[src/rtl/sc_route_pkg.sv]
package sc_route_pkg;
  localparam int NUM_CARDS = 2;

  typedef struct packed {
    logic clear;    // fault: force zero
    logic track;    // control bits follow source
    logic ioTrack;  // I/O path follows source
  } chanCtl_t;

  typedef struct packed {
    chanCtl_t [NUM_CARDS-1:0] ch;
    logic shared;   // one host channel for both cards
    logic pickB;    // shared channel steered to card B
  } routeCtl_t;
endpackage

[src/rtl/sc_route_ctrl.sv]
module sc_route_ctrl
  import sc_route_pkg::*;
(
  input  logic                 clk,
  input  logic                 rstN,
  input  logic                 muxMode,
  input  logic                 cardSel,
  input  logic                 chipSel,
  input  logic                 progStrobe,
  input  logic                 supplyLow,
  input  logic [NUM_CARDS-1:0] startup,
  output routeCtl_t            ctl
);
  logic prevSel, prevCs, prevProg;
  logic latchEvt;
  logic [NUM_CARDS-1:0] picked;

  always_ff @(posedge clk) begin
    if (!rstN) begin
      prevSel  <= 1'b0;
      prevCs   <= 1'b0;
      prevProg <= 1'b0;
    end else begin
      prevSel  <= cardSel;
      prevCs   <= chipSel;
      prevProg <= progStrobe;
    end
  end

  assign latchEvt = (cardSel & ~prevSel) | (chipSel & ~prevCs) | (progStrobe & ~prevProg);
  assign picked[0] = ~muxMode | ~cardSel;
  assign picked[1] = ~muxMode | cardSel;

  always_comb begin
    ctl.shared = muxMode;
    ctl.pickB  = cardSel;
    for (int k = 0; k < NUM_CARDS; k++) begin
      ctl.ch[k].clear   = supplyLow | startup[k];
      ctl.ch[k].ioTrack = ~chipSel & picked[k] & ~ctl.ch[k].clear;
      ctl.ch[k].track   = ctl.ch[k].ioTrack & ~latchEvt;
    end
  end

  // a rising chip-select stops tracking on both channels
  assert_cs_edge_holds_R3: assert property (@(posedge clk) disable iff (!rstN)
    (chipSel && !$past(chipSel)) |-> (!ctl.ch[0].track && !ctl.ch[1].track));
  // in shared mode at most one card's path is live
  assert_shared_exclusive_R8: assert property (@(posedge clk) disable iff (!rstN)
    muxMode |-> !(ctl.ch[0].ioTrack && ctl.ch[1].ioTrack));
  // supply low clears both channels
  assert_supply_low_clears_R5: assert property (@(posedge clk) disable iff (!rstN)
    supplyLow |-> (ctl.ch[0].clear && ctl.ch[1].clear));
endmodule

[src/rtl/sc_route_dp.sv]
module sc_route_dp
  import sc_route_pkg::*;
#(
  parameter int CTL_W = 3
) (
  input  logic                             clk,
  input  logic                             rstN,
  input  routeCtl_t                        ctl,
  input  logic [NUM_CARDS-1:0][CTL_W-1:0]  hostCtl,
  input  logic [NUM_CARDS-1:0]             hostIoOut,
  input  logic [NUM_CARDS-1:0]             hostIoOe,
  input  logic [NUM_CARDS-1:0]             cardIoIn,
  output logic [NUM_CARDS-1:0][CTL_W-1:0]  cardCtl,
  output logic [NUM_CARDS-1:0]             cardIoOut,
  output logic [NUM_CARDS-1:0]             cardIoOe,
  output logic [NUM_CARDS-1:0]             hostIoIn
);
  logic [NUM_CARDS-1:0][CTL_W-1:0] srcCtl;
  logic [NUM_CARDS-1:0]            srcIo, srcOe;

  for (genvar k = 0; k < NUM_CARDS; k++) begin : g_card
    if (k == 0) begin : g_own
      assign srcCtl[k] = hostCtl[0];
      assign srcIo[k]  = hostIoOut[0];
      assign srcOe[k]  = hostIoOe[0];
    end else begin : g_steer
      assign srcCtl[k] = ctl.shared ? hostCtl[0]   : hostCtl[k];
      assign srcIo[k]  = ctl.shared ? hostIoOut[0] : hostIoOut[k];
      assign srcOe[k]  = ctl.shared ? hostIoOe[0]  : hostIoOe[k];
    end

    always_ff @(posedge clk) begin
      if (!rstN) begin
        cardCtl[k]   <= '0;
        cardIoOut[k] <= 1'b0;
        cardIoOe[k]  <= 1'b0;
      end else if (ctl.ch[k].clear) begin
        cardCtl[k]   <= '0;
        cardIoOut[k] <= 1'b0;
        cardIoOe[k]  <= 1'b1;
      end else begin
        if (ctl.ch[k].track)   cardCtl[k] <= srcCtl[k];
        if (ctl.ch[k].ioTrack) begin
          cardIoOut[k] <= srcIo[k];
          cardIoOe[k]  <= srcOe[k];
        end
      end
    end

    if (k == 0) begin : g_ret_a
      always_ff @(posedge clk) begin
        if (!rstN)                               hostIoIn[k] <= 1'b0;
        else if (ctl.ch[0].ioTrack)              hostIoIn[k] <= cardIoIn[0];
        else if (ctl.shared && ctl.ch[1].ioTrack) hostIoIn[k] <= cardIoIn[1];
      end
    end else begin : g_ret_b
      always_ff @(posedge clk) begin
        if (!rstN)                  hostIoIn[k] <= 1'b0;
        else if (ctl.shared)        hostIoIn[k] <= 1'b1;
        else if (ctl.ch[k].ioTrack) hostIoIn[k] <= cardIoIn[k];
      end
    end

    // fault drives the card side to zero
    assert_fault_zero_R5: assert property (@(posedge clk) disable iff (!rstN)
      ctl.ch[k].clear |=> (cardCtl[k] == '0 && !cardIoOut[k] && cardIoOe[k]));
    // without tracking the control bits stay put
    assert_hold_stable_R4: assert property (@(posedge clk) disable iff (!rstN)
      (!ctl.ch[k].clear && !ctl.ch[k].track) |=> $stable(cardCtl[k]));
    // tracking copies the steered host bits
    assert_track_copy_R2: assert property (@(posedge clk) disable iff (!rstN)
      ctl.ch[k].track |=> (cardCtl[k] == $past(srcCtl[k])));
    // frozen I/O path keeps its value
    assert_io_freeze_R6: assert property (@(posedge clk) disable iff (!rstN)
      (!ctl.ch[k].clear && !ctl.ch[k].ioTrack) |=> ($stable(cardIoOut[k]) && $stable(cardIoOe[k])));
  end

  // shared mode returns 1 on host channel B
  assert_b_return_high_R9: assert property (@(posedge clk) disable iff (!rstN)
    ctl.shared |=> hostIoIn[1]);
endmodule

[src/rtl/sc_dual_router.sv]
module sc_dual_router
  import sc_route_pkg::*;
#(
  parameter int CTL_W = 3
) (
  input  logic             clk,
  input  logic             rstN,
  input  logic             muxMode,
  input  logic             cardSel,
  input  logic             chipSel,
  input  logic             progStrobe,
  input  logic             supplyLow,
  input  logic             startupA,
  input  logic             startupB,
  input  logic [CTL_W-1:0] hostCtlA,
  input  logic [CTL_W-1:0] hostCtlB,
  input  logic             hostIoOutA,
  input  logic             hostIoOeA,
  output logic             hostIoInA,
  input  logic             hostIoOutB,
  input  logic             hostIoOeB,
  output logic             hostIoInB,
  output logic [CTL_W-1:0] cardCtlA,
  output logic [CTL_W-1:0] cardCtlB,
  output logic             cardIoOutA,
  output logic             cardIoOeA,
  input  logic             cardIoInA,
  output logic             cardIoOutB,
  output logic             cardIoOeB,
  input  logic             cardIoInB,
  output logic             pullupOffA
);
  routeCtl_t                       routeCtl;
  logic [NUM_CARDS-1:0][CTL_W-1:0] hostCtlV, cardCtlV;
  logic [NUM_CARDS-1:0]            ioOutV, ioOeV, ioInV, cardOutV, cardOeV, hostInV;

  assign hostCtlV = {hostCtlB, hostCtlA};
  assign ioOutV   = {hostIoOutB, hostIoOutA};
  assign ioOeV    = {hostIoOeB, hostIoOeA};
  assign ioInV    = {cardIoInB, cardIoInA};

  sc_route_ctrl u_ctrl (
    .clk(clk), .rstN(rstN), .muxMode(muxMode), .cardSel(cardSel),
    .chipSel(chipSel), .progStrobe(progStrobe), .supplyLow(supplyLow),
    .startup({startupB, startupA}), .ctl(routeCtl)
  );

  sc_route_dp #(.CTL_W(CTL_W)) u_dp (
    .clk(clk), .rstN(rstN), .ctl(routeCtl), .hostCtl(hostCtlV),
    .hostIoOut(ioOutV), .hostIoOe(ioOeV), .cardIoIn(ioInV),
    .cardCtl(cardCtlV), .cardIoOut(cardOutV), .cardIoOe(cardOeV), .hostIoIn(hostInV)
  );

  assign cardCtlA   = cardCtlV[0];
  assign cardCtlB   = cardCtlV[1];
  assign cardIoOutA = cardOutV[0];
  assign cardIoOutB = cardOutV[1];
  assign cardIoOeA  = cardOeV[0];
  assign cardIoOeB  = cardOeV[1];
  assign hostIoInA  = hostInV[0];
  assign hostIoInB  = hostInV[1];
  assign pullupOffA = muxMode;
endmodule

[config.mk]
export PLATFORM = sky130hd
export DESIGN_NAME = sc_dual_router
export DESIGN_NICKNAME = d
export VERILOG_FILES = /design/src/rtl/sc_route_pkg.sv /design/src/rtl/sc_route_ctrl.sv /design/src/rtl/sc_route_dp.sv /design/src/rtl/sc_dual_router.sv
export SDC_FILE = /design/constraint.sdc
export NUM_CORES = 1
export LEC_CHECK = 0
export BUFFER_PORTS_ARGS = -buffer_cell sky130_fd_sc_hd__buf_2
export CAP_MARGIN = 15
export CORE_UTILIZATION = 47
export DETAILED_ROUTE_END_ITERATION = 8
export GPL_TIMING_DRIVEN = 0
export MAX_ROUTING_LAYER = met4
export PLACE_DENSITY = 0.91
export SETUP_SLACK_MARGIN = 0.05
export SYNTH_ARGS = -nofsm -noshare
export SYNTH_HDL_FRONTEND = slang
export SYNTH_SLANG_ARGS = --single-unit
[constraint.sdc]
create_clock -name clk -period 2.7 [get_ports clk]
set_input_delay 0.405 -clock clk [delete_from_list [all_inputs] [get_ports clk]]
set_output_delay 0.405 -clock clk [all_outputs]
set_load 0.005 [all_outputs]
== Yosys cells after proc, flatten, opt, wreduce, memory -nomap -nowiden ==
Cells that the tools add are included.

* Output and inout bits: 13
* Flip-flop bits (word level): 15
* Word-level logic and storage cells: 54

* Reduce and logical (&&, ||, !) cells: 7
* Bitwise logic cells: 25
* Mux-type cells: 11

{| class="wikitable"
|+ Operators by type and width
! kind !! number
|-
| $mux 1 || 10
|-
| $not 1->1 || 10
|-
| $and 1x1->1 || 9
|-
| $reduce_bool 2->1 || 4
|-
| $or 1x1->1 || 6
|-
| $reduce_or 2->1 || 2
|-
| $mux 3 || 1
|-
| $logic_and 1x1->1 || 1
|}

== Longest topological paths before layout ==
Gate-level depths: netlist of the first run.

* Word-level depth: 7
* Gate-level depth with buffers: 4
* Depth with buffers taken out: 4

== Modules after synthesis ==
From an unflattened synthesis of the first run, not the netlist that was laid out.

* Cells, all modules: 64
* Area, all modules: 649.4 um^2

{| class="wikitable"
|+ By module, submodules not included
! module !! sequential area each (um^2) !! times used !! area an instance (um^2) !! cells each
|-
| sc_route_dp || 240.2 || 1 || 499.2 || 47
|-
| sc_route_ctrl || 40.0 || 1 || 142.6 || 16
|-
| sc_dual_router || 0.0 || 1 || 7.5 || 1
|}

== Worst setup path before layout of the first run ==
No wires, ideal clock.

* Path type: input to register
* From: in supplyLow
* To: reg u_dp.cardCtl[3] (netlist name)
* Cell stages on the path: 4
* Slack: 1.330 ns
* Data required time: 2.567 ns
* Buffers on the path: 0
* Data arrival time: 1.237 ns
* Setup time: 0.133 ns
* Path through: nor2_1 -> nand3_2 -> a2111oi_0 -> nor3b_1

* Longest elaborated chain between the ends: 4
* Elaborated cells between the ends (all ways): 5

{| class="wikitable"
|+ RTL lines
! item !! line !! source
|-
| from (decl) || sc_dual_router.sv:12 || <nowiki>input logic supplyLow,</nowiki>
|-
| $or 1x1->1 (*) || sc_route_ctrl.sv:38 || <nowiki>ctl.ch[k].clear = supplyLow | startup[k];</nowiki>
|-
| $not 1->1 || sc_route_ctrl.sv:39 || <nowiki>ctl.ch[k].ioTrack = ~chipSel & picked[k] & ~ctl.ch[k].clear;</nowiki>
|-
| $and 1x1->1 || sc_route_ctrl.sv:39 ||
|-
| $and 1x1->1 || sc_route_ctrl.sv:40 || <nowiki>ctl.ch[k].track = ctl.ch[k].ioTrack & ~latchEvt;</nowiki>
|-
| to (signal, indexed assignment) || sc_route_dp.sv:42 || <nowiki>if (ctl.ch[k].track) cardCtl[k] <= srcCtl[k];</nowiki>
|-
| to (decl) || sc_route_dp.sv:13 || <nowiki>output logic [NUM_CARDS-1:0][CTL_W-1:0] cardCtl,</nowiki>
|}

Every way passes the cells marked *; elsewhere a longest branch is shown, timed or not.
A chain may end at the register's enable or synchronous reset.

== Worst setup path in the final report of the first run ==
Ends and elaborated chain as after synthesis.

==> results.toml, run 1 <==
[floorplanning]
rows = 13
ios = 34
core_um2 = 1350
initial_core_util_pct = 52.3
die_area_um2 = 1660
die_x_um = 40.8
die_y_um = 40.8

[sta]
setup_tns_ns = 0
fin_crit_ns = 1.50
setup_violations = 0
finalCritPeriodShare_pct = 55.4
hold_viol_final = 0
fmax_mhz = 669
rsz0062_at_grt = "false"
worstMarginPinSlew_ns = 0.462
slew_headroom_pct = 68.4
skew_ns = 0.000815
drv_slew = 0

[logic_synthesis]
avgSynthCellArea_um2 = 9.67
syn_area_um2 = 706
synth-seq-cells = 15
yosysMostFrequentCell = "dfxtp_1"
yosys_warnings = 0
ys_top_cells_by_count = "15 x dfxtp_1, 8 x nor2_1, 6 x mux2i_1, 5 x and2_1, 4 x nand2b_1"
ys_seq_area_share_pct = 42.6
syn_inst = 73
synth_area_leaders = "dfxtp_1 43%, mux2i_1 8.5%, and2_1 4.4%"
synth_top_area_share_pct = 42.6
yosysTopAreaCell = "dfxtp_1"
ys_types = 30
syn_nets = 94
synth-edff-count = 0
async_flop_share_pct = 0
synthFlopType = "dfxtp_1"

[hold_path]
hp-class = "input port to flop"

[drt]
viasPerCell = 5.61
dr.pass1.iters = 8
vias = 701
postRouteWirelength_mm = 1.65
wl_per_cell_um = 13.2
drtAntennaViolNets = 0
dr.first_iter.drc_count = 17
drc_errors = 0

[clocking]
clkSinkCount = 15
clockBufferDepth = 2
numCtsBuffers = 3
clock_latency_ns = 0.28
hold_buffers = 0
post_cts_buffers = 0
htree_levels = 1
clk_pin_slew_ns = 0.09
ctsResizeCount = 0
ctsRootBufferMaster = "clkbuf_4"
cts_tree = "done"

[power]
ir_worst_vdd_mv = 0.277
leakagePower_uw = 0.000455
power_density_nw_per_um2 = 464

[grt]
grt_max_degree = 11
antenna_found_initial = 0
grt_overflow = 0
grt_pass1_vias = 578
track_usage_pct = 23.1
grt_pass1_wl_mm = 2.42

[cells_and_area]
finalInstanceArea_um2 = 917
drive_gt1_share_pct = 39.1
syn2layout_area_growth_pct = 30.0
num-nets-final = 132
fillers = 110
stdcell_count = 125
antennaDiodeCount = 0

[placed_design]
place_area_um2 = 890
portBuffers = 33
routabilityCongestion = 0.807
dp_hpwl_mm = 1.25
dp.cells = 121

[worst_setup_path]
crit_fanout = 7
crit_arrival_ns = 1.65
critPathCaptureType = "flop"
critical_path_class = "input port to flop"
cp-start-kind = "input port"
r2r_slack_ns = 1.24
cp.required_ns = 2.85

[status]
status = "complete, no violations"

[run]
drv_cap = 0
routing by layer:
layer | wire length, um | global-route usage, % | share of wire [%]
met1 | 679 | 26.6 | 41
met2 | 816 | 39.3 | 50
met3 | 113 | 3.26 | 6.9
met4 | 37 | 10.8 | 2.2
met5 | 0 | - | 0
worst paths after layout:
check,start,end,depth (start not counted)
max,supplyLow,u_dp.cardCtl[3],5
min,progStrobe,u_ctrl.prevProg,2
max reg2reg,u_ctrl.prevProg,u_dp.cardCtl[3],4
min reg2reg,u_dp.cardIoOut[0],u_dp.cardIoOut[0],2
critical path, cell delays in order:
cell and delay [ns]:
buf_2 0.12, nor2_1 0.28, nand3_2 0.22, a2111oi_0 0.51, nor3b_1 0.12
state kept, by name (all words and copies together) (netlist names):
register / count
u_dp.cardIoOe: 2
u_dp.hostIoIn: 2
u_ctrl.prevCs: 1
u_ctrl.prevProg: 1
u_ctrl.prevSel: 1
u_dp.cardCtl: 6
u_dp.cardIoOut: 2
metrics by stage:
stage,total power [uW],setup WS (ns),hold WS (ns),util (%)
3_3_place_gp,300,1.05,0.469,65.9
6_report,425,1.20,0.369,67.9
5_1_grt,451,1.15,0.360,67.9
2_1_floorplan,270,1.33,0.484,-
3_5_place_dp,302,0.909,0.484,65.9
4_1_cts,427,1.21,0.370,67.9
layout make-up:
type | count | area [um^2] | area share (%)
tap | 15 | 18.8 | 2.05
inverter | 2 | 7.51 | 0.819
sequential | 15 | 300 | 32.7
buffer | 2 | 12.5 | 1.36
multi-input combinational | 54 | 385 | 42.0
timing repair buffer | 33 | 165 | 18.0
clock inverter | 1 | 5.00 | 0.546
clock buffer | 3 | 22.5 | 2.46
cells by family after synthesis:
family / count (synthesis) / synth area share, %
buf+inv: 4 / 2.84
mux: 6 / 8.51
simple gates: 33 / 29.8
flops: 15 / 42.6
compound gates: 15 / 16.3
placed cells by master, fill, tap and decap left out, drive strengths merged, types with 2 or more instances in the layout:
cell / Yosys / layout
and2: 5 / 5
a21oi: 2 / 2
nand2b: 4 / 4
dfxtp: 15 / 15
a2111oi: 3 / 3
clkbuf: 0 / 3
mux2i: 6 / 6
o21bai: 3 / 3
nand2: 2 / 2
nand3: 2 / 2
nor3b: 3 / 3
nor2: 8 / 8
inv: 2 / 2
buf: 2 / 35
nor2b: 2 / 2
and2b: 2 / 2
power by group:
part	total, uW	switching, uW	internal, uW
Sequential	231	2.45	229
Clock	127	72.3	54.9
Combinational	67.2	35.0	32.1
Total	425	110	316
Note: power is estimated with default switching activity, not from simulation.
==> run 2: changes to the inputs <==
--- a/config.mk
+++ b/config.mk
@@ -5,13 +5,14 @@
 export SDC_FILE = /design/constraint.sdc
 export NUM_CORES = 1
 export LEC_CHECK = 0
+export ABC_AREA = 1
 export BUFFER_PORTS_ARGS = -buffer_cell sky130_fd_sc_hd__buf_2
 export CAP_MARGIN = 15
-export CORE_UTILIZATION = 47
+export CORE_UTILIZATION = 41
 export DETAILED_ROUTE_END_ITERATION = 8
 export GPL_TIMING_DRIVEN = 0
 export MAX_ROUTING_LAYER = met4
-export PLACE_DENSITY = 0.91
+export PLACE_DENSITY = 0.83
 export SETUP_SLACK_MARGIN = 0.05
 export SYNTH_ARGS = -nofsm -noshare
 export SYNTH_HDL_FRONTEND = slang
==> constraint.sdc (replaced) <==
create_clock -name clk -period 1.22 [get_ports clk]
set_input_delay 0.183 -clock clk [delete_from_list [all_inputs] [get_ports clk]]
set_output_delay 0.183 -clock clk [all_outputs]
set_load 0.005 [all_outputs]
==> results.toml, run 2 <==
[status]
status = "complete, no violations"

[grt]
antenna_found_initial = 0
track_usage_pct = 17.0
grt_overflow = 0
grt_pass1_vias = 669
grt_max_degree = 11
grt_pass1_wl_mm = 2.52

[run]
drv_cap = 0

[cells_and_area]
syn2layout_area_growth_pct = 27.2
stdcell_count = 176
num-nets-final = 173
utilization_pct = 57.8
antennaDiodeCount = 0
fillers = 177
largest_reg_flops = 6
final_cell_mix = "33 x nand2_1, 33 x buf_2, 15 x dfxtp_1"
drive_gt1_share_pct = 39.1
largest_register = "u_dp.cardCtl"

[worst_setup_path]
critPathCaptureType = "flop"
critical_path_class = "flop to flop"
crit_fanout = 6
crit_arrival_ns = 1.20
crit_path_start = "u_ctrl.prevSel"
r2r-start = "u_ctrl.prevSel"
cp-start-kind = "flop"
cp.required_ns = 1.40

[logic_synthesis]
ys_seq_area_share_pct = 36.6
synth-seq-cells = 15
synth-edff-count = 0
syn_nets = 135
synthFlopType = "dfxtp_1"
yosys_warnings = 0
yosysTopAreaCell = "dfxtp_1"
synth_top_area_share_pct = 36.6
yosysMostFrequentCell = "nand2_1"
avgSynthCellArea_um2 = 7.19
synth_area_leaders = "dfxtp_1 37%, nand2_1 15%, nor2_4 6.9%"
async_flop_share_pct = 0
ys_types = 23
syn_area_um2 = 820
ys_top_cells_by_count = "33 x nand2_1, 15 x dfxtp_1, 11 x inv_1, 11 x nor2_1, 6 x nand3_1"
syn_inst = 114

[sta]
fin_crit_ns = 1.02
hold_ws_ns = 0.108
finalCritPeriodShare_pct = 83.4
drv_slew = 0
rsz0062_at_grt = "false"
worstMarginPinSlew_ns = 0.237
slew_headroom_pct = 84.2
setup_tns_ns = 0
fmax_mhz = 983
hold_viol_final = 0
setup_violations = 0
skew_ns = 0.00710

[power]
p_comb_share_pct = 19.2
pwr-share-clk_pct = 27.8
intPower_uw = 709
leakagePower_uw = 0.000554
power_density_nw_per_um2 = 927
power.switching_uw = 257
swShare_pct = 26.6
ir_worst_vdd_mv = 0.638
pwr-share-seq_pct = 53.0
total_power_uw = 966

[clocking]
clk_pin_slew_ns = 0.08
clock_latency_ns = 0.28
clockBufferDepth = 2
htree_levels = 1
clkSinkCount = 15
cts_tree = "done"
ctsRootBufferMaster = "clkbuf_4"
hold_buffers = 0
ctsResizeCount = 0
post_cts_buffers = 0
numCtsBuffers = 3

[floorplanning]
initial_core_util_pct = 45.5
ios = 34
die_x_um = 46.7
die_area_um2 = 2180
die_y_um = 46.7
rows = 15
core_um2 = 1800

[drt]
viasPerCell = 4.49
wl_per_cell_um = 9.13
dr.first_iter.drc_count = 9
drtAntennaViolNets = 0
dr.pass1.iters = 4
postRouteWirelength_mm = 1.61
drc_errors = 0
vias = 790

[placed_design]
dp_hpwl_mm = 1.38
routabilityCongestion = 0.827
portBuffers = 33
dp.cells = 172

[hold_path]
hp-class = "input port to flop"
hp-start = "progStrobe"
## run 2: changes by cell type after synthesis, moves of 5 or more
cell	previous run	this run
and2_1	5	0
nand3_1	1	6
nand2_1	2	33
inv_1	2	11
mux2i_1	6	0
nor2_4	0	5
## run 2: area by class of cell
| cell class | count | area (um^2) | area share (%) |
|---|---|---|---|
| Tap cell | 25 | 31.3 | 3.00 |
| Buffer | 2 | 18.8 | 1.80 |
| Timing Repair Buffer | 33 | 165 | 15.8 |
| Multi-Input combinational cell | 82 | 444 | 42.6 |
| Sequential cell | 15 | 300 | 28.8 |
| Inverter | 15 | 56.3 | 5.40 |
| Clock buffer | 4 | 26.3 | 2.52 |
## run 2: worst paths after layout
kind / to / slack, ns / depth (start not counted)
max: u_dp.cardCtl[4] / 0.20 / 7
min: u_ctrl.prevProg / 0.11 / 3
max reg2reg: u_dp.cardCtl[4] / 0.20 / 7
min reg2reg: u_dp.cardCtl[3] / 0.49 / 2
## run 2: routing by layer
layer / GRT usage [%] / up-vias / part of all wire, %
met1: 19.7 / 341 / 47
met5: - / - / 0
met2: 27.2 / 18 / 48
li1: - / 429 / -
met4: 2.29 / 0 / 0.25
met3: 8.24 / 2 / 5.2
## run 2: cell families after synthesis
logic type / after synthesis / share of synthesized area (%)
flip-flops: 15 / 36.6
AND/OR/NAND/NOR: 70 / 44.0
AO/OA/AOI/OAI: 12 / 10.2
buffers and inverters: 17 / 9.16
## run 2: per-stage QoR
step                      area (um^2)  setup slack (ns)
final                            1040             0.203
after global routing             1040             0.110
after CTS                        1040             0.190
after detailed placement         1020             0.167
after global placement           1020             0.187
after floorplan                   820             0.294
## run 2: critical path: stages (launching register included)
cell and delay, ns:
dfxtp_1 0.31, inv_1 0.03, nand2_1 0.06, nand3_2 0.19, inv_2 0.12, nand2_2 0.06, nor2_1 0.11, nor2_2 0.05
## run 2: power by group through the flow
stage | registers (uW) | logic (uW) | clock network (uW)
3_5_place_dp | 524 | 186 | 0
3_3_place_gp | 523 | 182 | 0
5_1_grt | 514 | 206 | 314
2_1_floorplan | 524 | 111 | 0
4_1_cts | 512 | 187 | 278
6_report | 512 | 185 | 269
